[src/rtl/lkd_pkg.sv]
package lkd_pkg;

    // Largest programmable half-window, in timing-clock cycles
    localparam int MAX_HALF = 32;
    // Age counters must be able to show "one past the widest window"
    localparam int AGE_W    = $clog2(MAX_HALF + 2);
    localparam int THR_W    = 10;

    typedef enum logic {
        WIN_FIXED = 1'b0,
        WIN_PROG  = 1'b1
    } win_mode_e;

    // One judgement per timing-clock cycle
    typedef struct packed {
        logic hit;
        logic miss;
    } judge_evt_t;

    // Programmable half-width: 4, 8, 16 or 32 cycles
    function automatic logic [AGE_W-1:0] prog_half(input logic [1:0] code);
        return AGE_W'(4) << code;
    endfunction

    // Fixed half-width: nominal window rounded up to whole clock cycles
    function automatic int fixed_half(input int tclk_ps, input int win_ps);
        return (win_ps + tclk_ps - 1) / tclk_ps;
    endfunction

endpackage

[src/rtl/lkd_edge_sync.sv]
module lkd_edge_sync #(
    parameter int STAGES = 2
) (
    input  logic clk,
    input  logic rst,
    input  logic din,
    output logic rise
);
    logic [STAGES-1:0] sync_q;
    logic              last_q;

    always_ff @(posedge clk) begin
        if (rst) begin
            sync_q <= '0;
            last_q <= 1'b0;
        end else begin
            sync_q <= {sync_q[STAGES-2:0], din};
            last_q <= sync_q[STAGES-1];
        end
    end

    assign rise = sync_q[STAGES-1] & ~last_q;
endmodule

[src/rtl/lkd_window_judge.sv]
module lkd_window_judge
    import lkd_pkg::*;
(
    input  logic             clk,
    input  logic             rst,
    input  logic             clr,
    input  logic             ref_rise,
    input  logic             div_rise,
    input  logic [AGE_W-1:0] half,
    output judge_evt_t       evt
);
    // An edge waits here for its partner; age counts cycles since it arrived
    logic             ref_pend_q, div_pend_q;
    logic [AGE_W-1:0] ref_age_q,  div_age_q;
    logic             ref_pend_d, div_pend_d;
    logic [AGE_W-1:0] ref_age_d,  div_age_d;
    logic             ref_late, div_late;

    always_comb begin
        ref_late = ref_pend_q && (ref_age_q > half);
        div_late = div_pend_q && (div_age_q > half);

        evt.hit  = 1'b0;
        evt.miss = ref_late | div_late;

        ref_pend_d = ref_pend_q & ~ref_late;
        div_pend_d = div_pend_q & ~div_late;
        ref_age_d  = (ref_age_q != '1) ? ref_age_q + AGE_W'(1) : ref_age_q;
        div_age_d  = (div_age_q != '1) ? div_age_q + AGE_W'(1) : div_age_q;

        if (ref_rise && div_rise) begin
            evt.hit = 1'b1;
        end else if (ref_rise) begin
            if (div_pend_q && !div_late) begin
                evt.hit    = 1'b1;
                div_pend_d = 1'b0;
            end else begin
                if (ref_pend_q && !ref_late) evt.miss = 1'b1;
                ref_pend_d = 1'b1;
                ref_age_d  = AGE_W'(1);
            end
        end else if (div_rise) begin
            if (ref_pend_q && !ref_late) begin
                evt.hit    = 1'b1;
                ref_pend_d = 1'b0;
            end else begin
                if (div_pend_q && !div_late) evt.miss = 1'b1;
                div_pend_d = 1'b1;
                div_age_d  = AGE_W'(1);
            end
        end
    end

    always_ff @(posedge clk) begin
        if (rst || clr) begin
            ref_pend_q <= 1'b0;
            div_pend_q <= 1'b0;
            ref_age_q  <= '0;
            div_age_q  <= '0;
        end else begin
            ref_pend_q <= ref_pend_d;
            div_pend_q <= div_pend_d;
            ref_age_q  <= ref_age_d;
            div_age_q  <= div_age_d;
        end
    end
endmodule

[src/rtl/lkd_run_counter.sv]
module lkd_run_counter
    import lkd_pkg::*;
(
    input  logic             clk,
    input  logic             rst,
    input  logic             clr,
    input  judge_evt_t       evt,
    input  logic [THR_W-1:0] thr,
    output logic             locked
);
    logic [THR_W-1:0] run_q;
    logic [THR_W-1:0] run_d;
    logic [THR_W-1:0] thr_eff;

    assign thr_eff = (thr == '0) ? THR_W'(1) : thr;

    always_comb begin
        run_d = run_q;
        if (run_q < thr_eff) run_d = run_q + THR_W'(1);
    end

    always_ff @(posedge clk) begin
        if (rst || clr) begin
            run_q  <= '0;
            locked <= 1'b0;
        end else if (evt.miss) begin
            run_q  <= '0;
            locked <= 1'b0;
        end else if (evt.hit) begin
            run_q  <= run_d;
            locked <= (run_d >= thr_eff);
        end
    end
endmodule

[src/rtl/pll_lock_window_det.sv]
module pll_lock_window_det
    import lkd_pkg::*;
#(
    parameter int TCLK_PS      = 10000,
    parameter int FIXED_WIN_PS = 10000,
    parameter int SYNC_STAGES  = 2
) (
    input  logic             clk,
    input  logic             rst,
    input  logic             ref_in,
    input  logic             div_in,
    input  logic             lkd_en,
    input  logic             win_mode,
    input  logic [1:0]       dur_code,
    input  logic [THR_W-1:0] hit_thresh,
    input  logic             osc_test,
    output logic             lock_flag,
    output logic             gpo_out
);
    localparam int FIXED_HALF = fixed_half(TCLK_PS, FIXED_WIN_PS);

    logic [1:0]       raw_edges;
    logic [1:0]       rise_edges;
    logic [AGE_W-1:0] half;
    logic             hold_off;
    judge_evt_t       evt;

    assign raw_edges = {div_in, ref_in};
    assign hold_off  = !lkd_en || osc_test;
    assign half      = (win_mode_e'(win_mode) == WIN_PROG) ? prog_half(dur_code)
                                                           : AGE_W'(FIXED_HALF);

    for (genvar gi = 0; gi < 2; gi++) begin : g_sync
        lkd_edge_sync #(.STAGES(SYNC_STAGES)) u_sync (
            .clk  (clk),
            .rst  (rst),
            .din  (raw_edges[gi]),
            .rise (rise_edges[gi])
        );
    end

    lkd_window_judge u_judge (
        .clk      (clk),
        .rst      (rst),
        .clr      (hold_off),
        .ref_rise (rise_edges[0]),
        .div_rise (rise_edges[1]),
        .half     (half),
        .evt      (evt)
    );

    lkd_run_counter u_run (
        .clk    (clk),
        .rst    (rst),
        .clr    (hold_off),
        .evt    (evt),
        .thr    (hit_thresh),
        .locked (lock_flag)
    );

    always_ff @(posedge clk) begin
        if (rst)           gpo_out <= 1'b0;
        else if (osc_test) gpo_out <= ~gpo_out;
        else               gpo_out <= 1'b0;
    end
endmodule

[config.mk]
export PLATFORM = sky130hd
export DESIGN_NAME = pll_lock_window_det
export DESIGN_NICKNAME = d
export VERILOG_FILES = /design/src/rtl/lkd_pkg.sv /design/src/rtl/lkd_edge_sync.sv /design/src/rtl/lkd_window_judge.sv /design/src/rtl/lkd_run_counter.sv /design/src/rtl/pll_lock_window_det.sv
export SDC_FILE = /design/constraint.sdc
export NUM_CORES = 1
export LEC_CHECK = 0
export BUFFER_PORTS_ARGS = -buffer_cell sky130_fd_sc_hd__buf_2
export CAP_MARGIN = 20
export CORE_MARGIN = 10
export CORE_UTILIZATION = 35
export DETAILED_ROUTE_END_ITERATION = 12
export GPL_TIMING_DRIVEN = 0
export SETUP_SLACK_MARGIN = 0.2
export SYNTH_ARGS = -nofsm -noshare
export SYNTH_HDL_FRONTEND = slang
export SYNTH_SLANG_ARGS = --single-unit
[constraint.sdc]
create_clock -name clk -period 3.7 [get_ports clk]
set_input_delay 1.11 -clock clk [delete_from_list [all_inputs] [get_ports clk]]
set_output_delay 1.11 -clock clk [all_outputs]
set_load 0.02 [all_outputs]
Word level (Yosys, flattened, before mapping)
Cells that the tools add are included.

Shifts and indexed selects: 1. Bitwise logic cells: 11. Muxes and demuxes: 32. Equality and inequality tests: 2. $add $sub $neg: 3. $lt $le $gt $ge: 4. Reductions and logical operators: 13.

Operators with widths (count): $mux W6 (10); $mux W10 (2); $mux W1 (18); $add A6 B1 Y6 const B (2); $gt A6 B6 Y1 (2); $ne A6 B6 Y1 const B (2); $add A10 B1 Y10 const B (1); $ge A10 B10 Y1 (1); $logic_not A10 Y1 (1); $lt A10 B10 Y1 (1); $not A1 Y1 (6); $shl A3 B2 Y6 const A (1); $logic_and A1 B1 Y1 (5); $and A1 B1 Y1 (4); $mux W2 (2); $reduce_or A2 Y1 (2); $logic_not A1 Y1 (3); $logic_or A1 B1 Y1 (2); $or A1 B1 Y1 (1).

Bits of input ports: 19. Flip-flop bits (word level): 32. Output and inout port bits: 2. Word-level logic and storage cells: 77.

Logic depth before layout (Yosys ltp)
Depth in word-level cells: 12. Mapped depth: 15. Mapped depth without buffers: 14.

Cells and area by module
A second synthesis with hierarchy kept.

Cells, all modules: 296. Area, all modules: 2528.7 um^2.

By module, submodules not included: lkd_run_counter (area an instance 1221.2 um^2, cells an instance 158, seq. area each 220.2 um^2, times used 1); lkd_window_judge (area an instance 1053.5 um^2, cells an instance 115, seq. area each 280.3 um^2, times used 1); lkd_edge_sync (area an instance 87.6 um^2, cells an instance 7, seq. area each 60.1 um^2, times used 2); pll_lock_window_det (area an instance 78.8 um^2, cells an instance 9, seq. area each 20.0 um^2, times used 1).

Worst setup path before layout
No wires, ideal clock.

Kind: input port to flip-flop. Start: input hit_thresh[3]. End: register u_run.locked. Data arrival time: 3.714 ns. Data required time: 3.629 ns. Buffers on the path: 1. Stages: 14. Slack: -0.085 ns. Setup time: 0.070 ns. Path through: inv_1 -> ha_1 -> a21oi_1 -> o21ai_1 -> a211oi_4 -> nand4_2 -> buf_6 -> nor2_1 -> xnor2_1 -> ha_1 -> nand4_1 -> or3_1 -> a311o_1 -> a21oi_1.

Word-level cells in the longest chain between the ends: 5.

Ends and longest elaborated chain: start, declared (RTL line pll_lock_window_det.sv:15) `input logic [THR_W-1:0] hit_thresh,`; $logic_not A10 Y1 (RTL line lkd_run_counter.sv:15) `assign thr_eff = (thr == '0) ? THR_W'(1) : thr;`; $mux W10 (*) (RTL line lkd_run_counter.sv:15); $lt A10 B10 Y1 (*) (RTL line lkd_run_counter.sv:19) `if (run_q < thr_eff) run_d = run_q + THR_W'(1);`; $mux W10 (*) (RTL line lkd_run_counter.sv:19); via u_run.run_d[5] (RTL line lkd_run_counter.sv:12) `logic [THR_W-1:0] run_d;`; $ge A10 B10 Y1 (*) (RTL line lkd_run_counter.sv:31) `locked <= (run_d >= thr_eff);`; end signal, assigned (RTL line lkd_run_counter.sv:31); end, declared (RTL line lkd_run_counter.sv:9) `output logic locked`.

The timed path passes the listed nets; every way through them passes the cells marked *. A chain may end at the register's enable or synchronous reset.

Final worst setup path
Start: input hit_thresh[6]. End: register u_run.locked.

The elaborated chain is that of the path after synthesis.

==> summary.txt <==
Outcome
  – Outcome: complete, no violations

Floorplan
  – Die ar.: 10,200 um^2
  – Core area: 6390 um^2
  – IO Pins: 21
  – Die Y: roughly 100 um
  – Initial Utilization: 36.1%
  – Row count: 29
  – Die W: slightly above 100 um

Routing
  – Vias per cell: roughly 5.3
  – Initial DRT Pass Iterations: 4
  – Iter 0 DRT Violations: 74
  – WL/cell: 12.8 um
  – Routed wire length: between 4000 and 5000 um
  – Number of routed nets with antenna violations: 0
  – DRC errors left: 0
  – Vias: around 2,000

Worst setup path
  – Max incr delay on CP: 0.33 ns
  – FF-to-FF setup slack: 0.62 ns
  – CP max-delay cell: a211oi_4
  – CP endpoint kind: flop
  – R2r endpoint: u_run.locked
  – Crit Path Max Fanout: 5
  – WP data arrival: 3.79 ns
  – WP data required: 3.91 ns
  – CP Class: in2reg
  – Cell mode on critical path: nand4_1
  – Reg2reg start: u_run.run_q[7]
  – R2r worst-path depth: 12
  – Worst-path cell chain: buf_2 > inv_1 > ha_1 > nand4_1 > inv_2 > a211oi_4 > buf_4 > nand4_1 > xnor2_1 > ha_1 > nand4_1 > or3_4 > a311o_1 > a21oi_1
  – Worst setup SP type: input pin

Layout
  – Antenna cells: 0
  – Area grow syn2layout: 22.2%
  – Ratio of cells with drive above 1 in the final layout: 22.4%
  – Leading cell types in the layout, fill and taps excluded: dfxtp_1 (32), ha_1 (26), a21oi_1 (20), buf_2 (20), nand2_1 (16)
  – Leading cell type in the layout, fill and taps excluded: dfxtp_1
  – Fin area: ~2800 um^2
  – Area of the multi-input gates: 1720 um^2
  – # fillers: between 600 and 700
  – Sequential Area: 641 um^2
  – Layout Utilization: 44.1%
  – Nets: 353

Place
  – Minimum setup slack after placement: -0.324 ns
  – Post-DP HPWL: 3870 um
  – RePlAce Congestion: 0.789
  – Input/output buffers: 20
  – Post-DP Area: ~2600 um^2

Min path
  – Hold depth: 1
  – Hold Startpoint: gpo_out
  – Worst Hold Class: reg2reg
  – Hold EP: gpo_out

Flow run
  – Max cap viols: 0

Clock tree
  – Root buffer cell: clkbuf_8
  – Clock-pin slew on the worst setup and hold paths: 0.07 ns
  – H-tree levels: 2
  – Clock tree buffer depth: 2
  – Worst-Skew Late Latency: 0.28 ns
  – CTS buffer count: 5
  – Clock Sinks: 32
  – CTS tree: yes

Timing
  – # setup viols final: 0
  – Worst slew margin: roughly two thirds
  – Final setup margin: about 0.11 ns
  – Hold Vio Cnt, Final: 0
  – Post-layout min period: 3.59 ns
  – Slew of the pin with the lowest slew margin: 0.480 ns
  – Max Fclk: 279 MHz
  – Final hold slack: 0.426 ns
  – Unrepaired setup endpoints after global routing: true
  – Slew Viols, Final: 0
  – Fin crit share: around 97%
  – Setup Skew: 0.00470 ns

Power
  – Leak: 0.00117 uW
  – Max VDD drop: 0.226 mV
  – Pwr Density: between 200 and 300 nW/um^2
  – Pwr Total: between 700 and 800 uW

Yosys
  – Register bit total from synthesis: 32
  – Count of cell types in the netlist: between 50 and 60
  – Number of synthesized flops with an enable pin: 0
  – Async SR Flop Fraction: 0%
  – Synth Area in Compound Gates: 17.2%
  – Adder-Cell Fraction of Synth Area: between 15 and 20%
  – Mapped Area: approximately 2300 um^2
  – Post-synthesis share of cell area spent on xor and xnor gates: 6.83%
  – YS warnings: 0
  – Post-synthesis sequential area ratio: 27.8%
  – Post-synth top flop: dfxtp_1
  – Cells after synthesis: around 270
  – Syn_nets: 318
  – Post-Synth Simple-Gate Area: 23.8%
  – Mapped Avg Cell Area: 8.64 um^2
  – Mux cell area share after synthesis: 3.09%
  – Largest family of logic cells by synthesized area: simple AND/OR/NAND/NOR gates

GRT
  – Vias in the first global route: 1,987
  – Initial antenna violation count: 0
  – Gr ovfl total: 0
  – Most Crowded Layer GR: met2
  – First-pass GRT wire length: 8680 um
  – Grt met3 use: 2.31%
  – Met2 global-route usage: 15.6%
  – Met1 Track Usage GR: 13.4%
  – Pin count of the biggest net entering global routing: 12
  – Global-route usage over all layers: 9.98%
-- kinds of logic after synthesis --
group | after synthesis
AO/OA/AOI/OAI | 57
XOR/XNOR | 18
adder cells (fa/ha/maj) | 32
buffers and inverters | 22
flip-flops | 32
multiplexers | 7
AND/OR/NAND/NOR | 99
-- through the flow --
step / setup TNS, ns / instances
after floorplan: 0 / 267
after global placement: -0.350 / 364
after detailed placement: -0.343 / 364
after CTS: 0 / 377
after global routing: -0.0268 / 380
final: 0 / 380
-- where the power goes --
part	switching (uW)	leakage (uW)	internal (uW)
sequential	2.68	0.000259	349
clock	131	0.0000541	199
combinational	44.1	0.000855	34.6
total	178	0.00117	583
-- cells in the mapped netlist, types with 4 or more instances --
cell / instances / area, um^2
dfxtp_1: 32 / 641
or3_1: 4 / 25.0
mux2i_1: 6 / 60.1
nor3b_1: 4 / 30.0
inv_1: 17 / 63.8
o31ai_1: 4 / 30.0
nand2b_1: 8 / 50.1
ha_1: 32 / 400
a21oi_1: 20 / 100
nor2_1: 18 / 67.6
nand4_1: 4 / 25.0
nand2_1: 16 / 60.1
or4_1: 4 / 30.0
xnor2_1: 13 / 114
nor2b_1: 10 / 62.6
xor2_1: 5 / 43.8
o21ai_0: 6 / 30.0
nand3_1: 9 / 45.0
nor3_1: 4 / 20.0
-- critical path: cells and delay by family --
family,cells,cell delay [ns]
buffers and inverters,4,0.42
AND/OR/NAND/NOR,4,0.76
AO/OA/AOI/OAI,3,0.72
XOR/XNOR,1,0.18
adder cells (fa/ha/maj),2,0.59
-- routing by layer --
metal	part of all wire [%]	routed length, um
met4	1.0	50
met5	0	0
met3	2.2	108
met2	45	2190
met1	52	2530
-- cell type report --
type,count,share of cell area (%)
Timing Repair Buffer,28,5.68
Multi-Input combinational cell,213,60.9
Inverter,17,2.35
Sequential cell,32,22.7
Clock buffer,5,2.44
Buffer,5,0.976
Clock inverter,3,1.51
Tap cell,77,3.42
-- worst max-delay path by stage --
stage | to | slack (ns) | startpoint
3_5_place_dp | u_run.locked | -0.32 | hit_thresh[8]
3_3_place_gp | u_run.locked | -0.35 | hit_thresh[8]
4_1_cts | u_run.locked | 0.15 | hit_thresh[8]
6_report | u_run.locked | 0.11 | hit_thresh[6]
5_1_grt | u_run.locked | -0.03 | hit_thresh[6]
2_1_floorplan | u_run.locked | 0.15 | hit_thresh[8]
-- what timing repair did --
| action | 4_1_cts | 5_1_grt |
|---|---|---|
| pin swaps | 5 | 3 |
| resized for setup | 3 | 11 |
| setup buffers | 5 | 3 |
| setup endpoints to repair | 1 | 7 |
| hold buffers | 0 | 0 |
-- state kept, by name, summed over array words and instances, names as in the netlist --
name	cells
u_run.run_q	10
g_sync.u_sync.last_q	2
u_judge.ref_pend_q	1
u_judge.ref_age_q	6
u_judge.div_age_q	6
g_sync.u_sync.sync_q	4
u_judge.div_pend_q	1
u_run.locked	1
gpo_out	1
No activity file was read; power rests on OpenSTA's default activity.
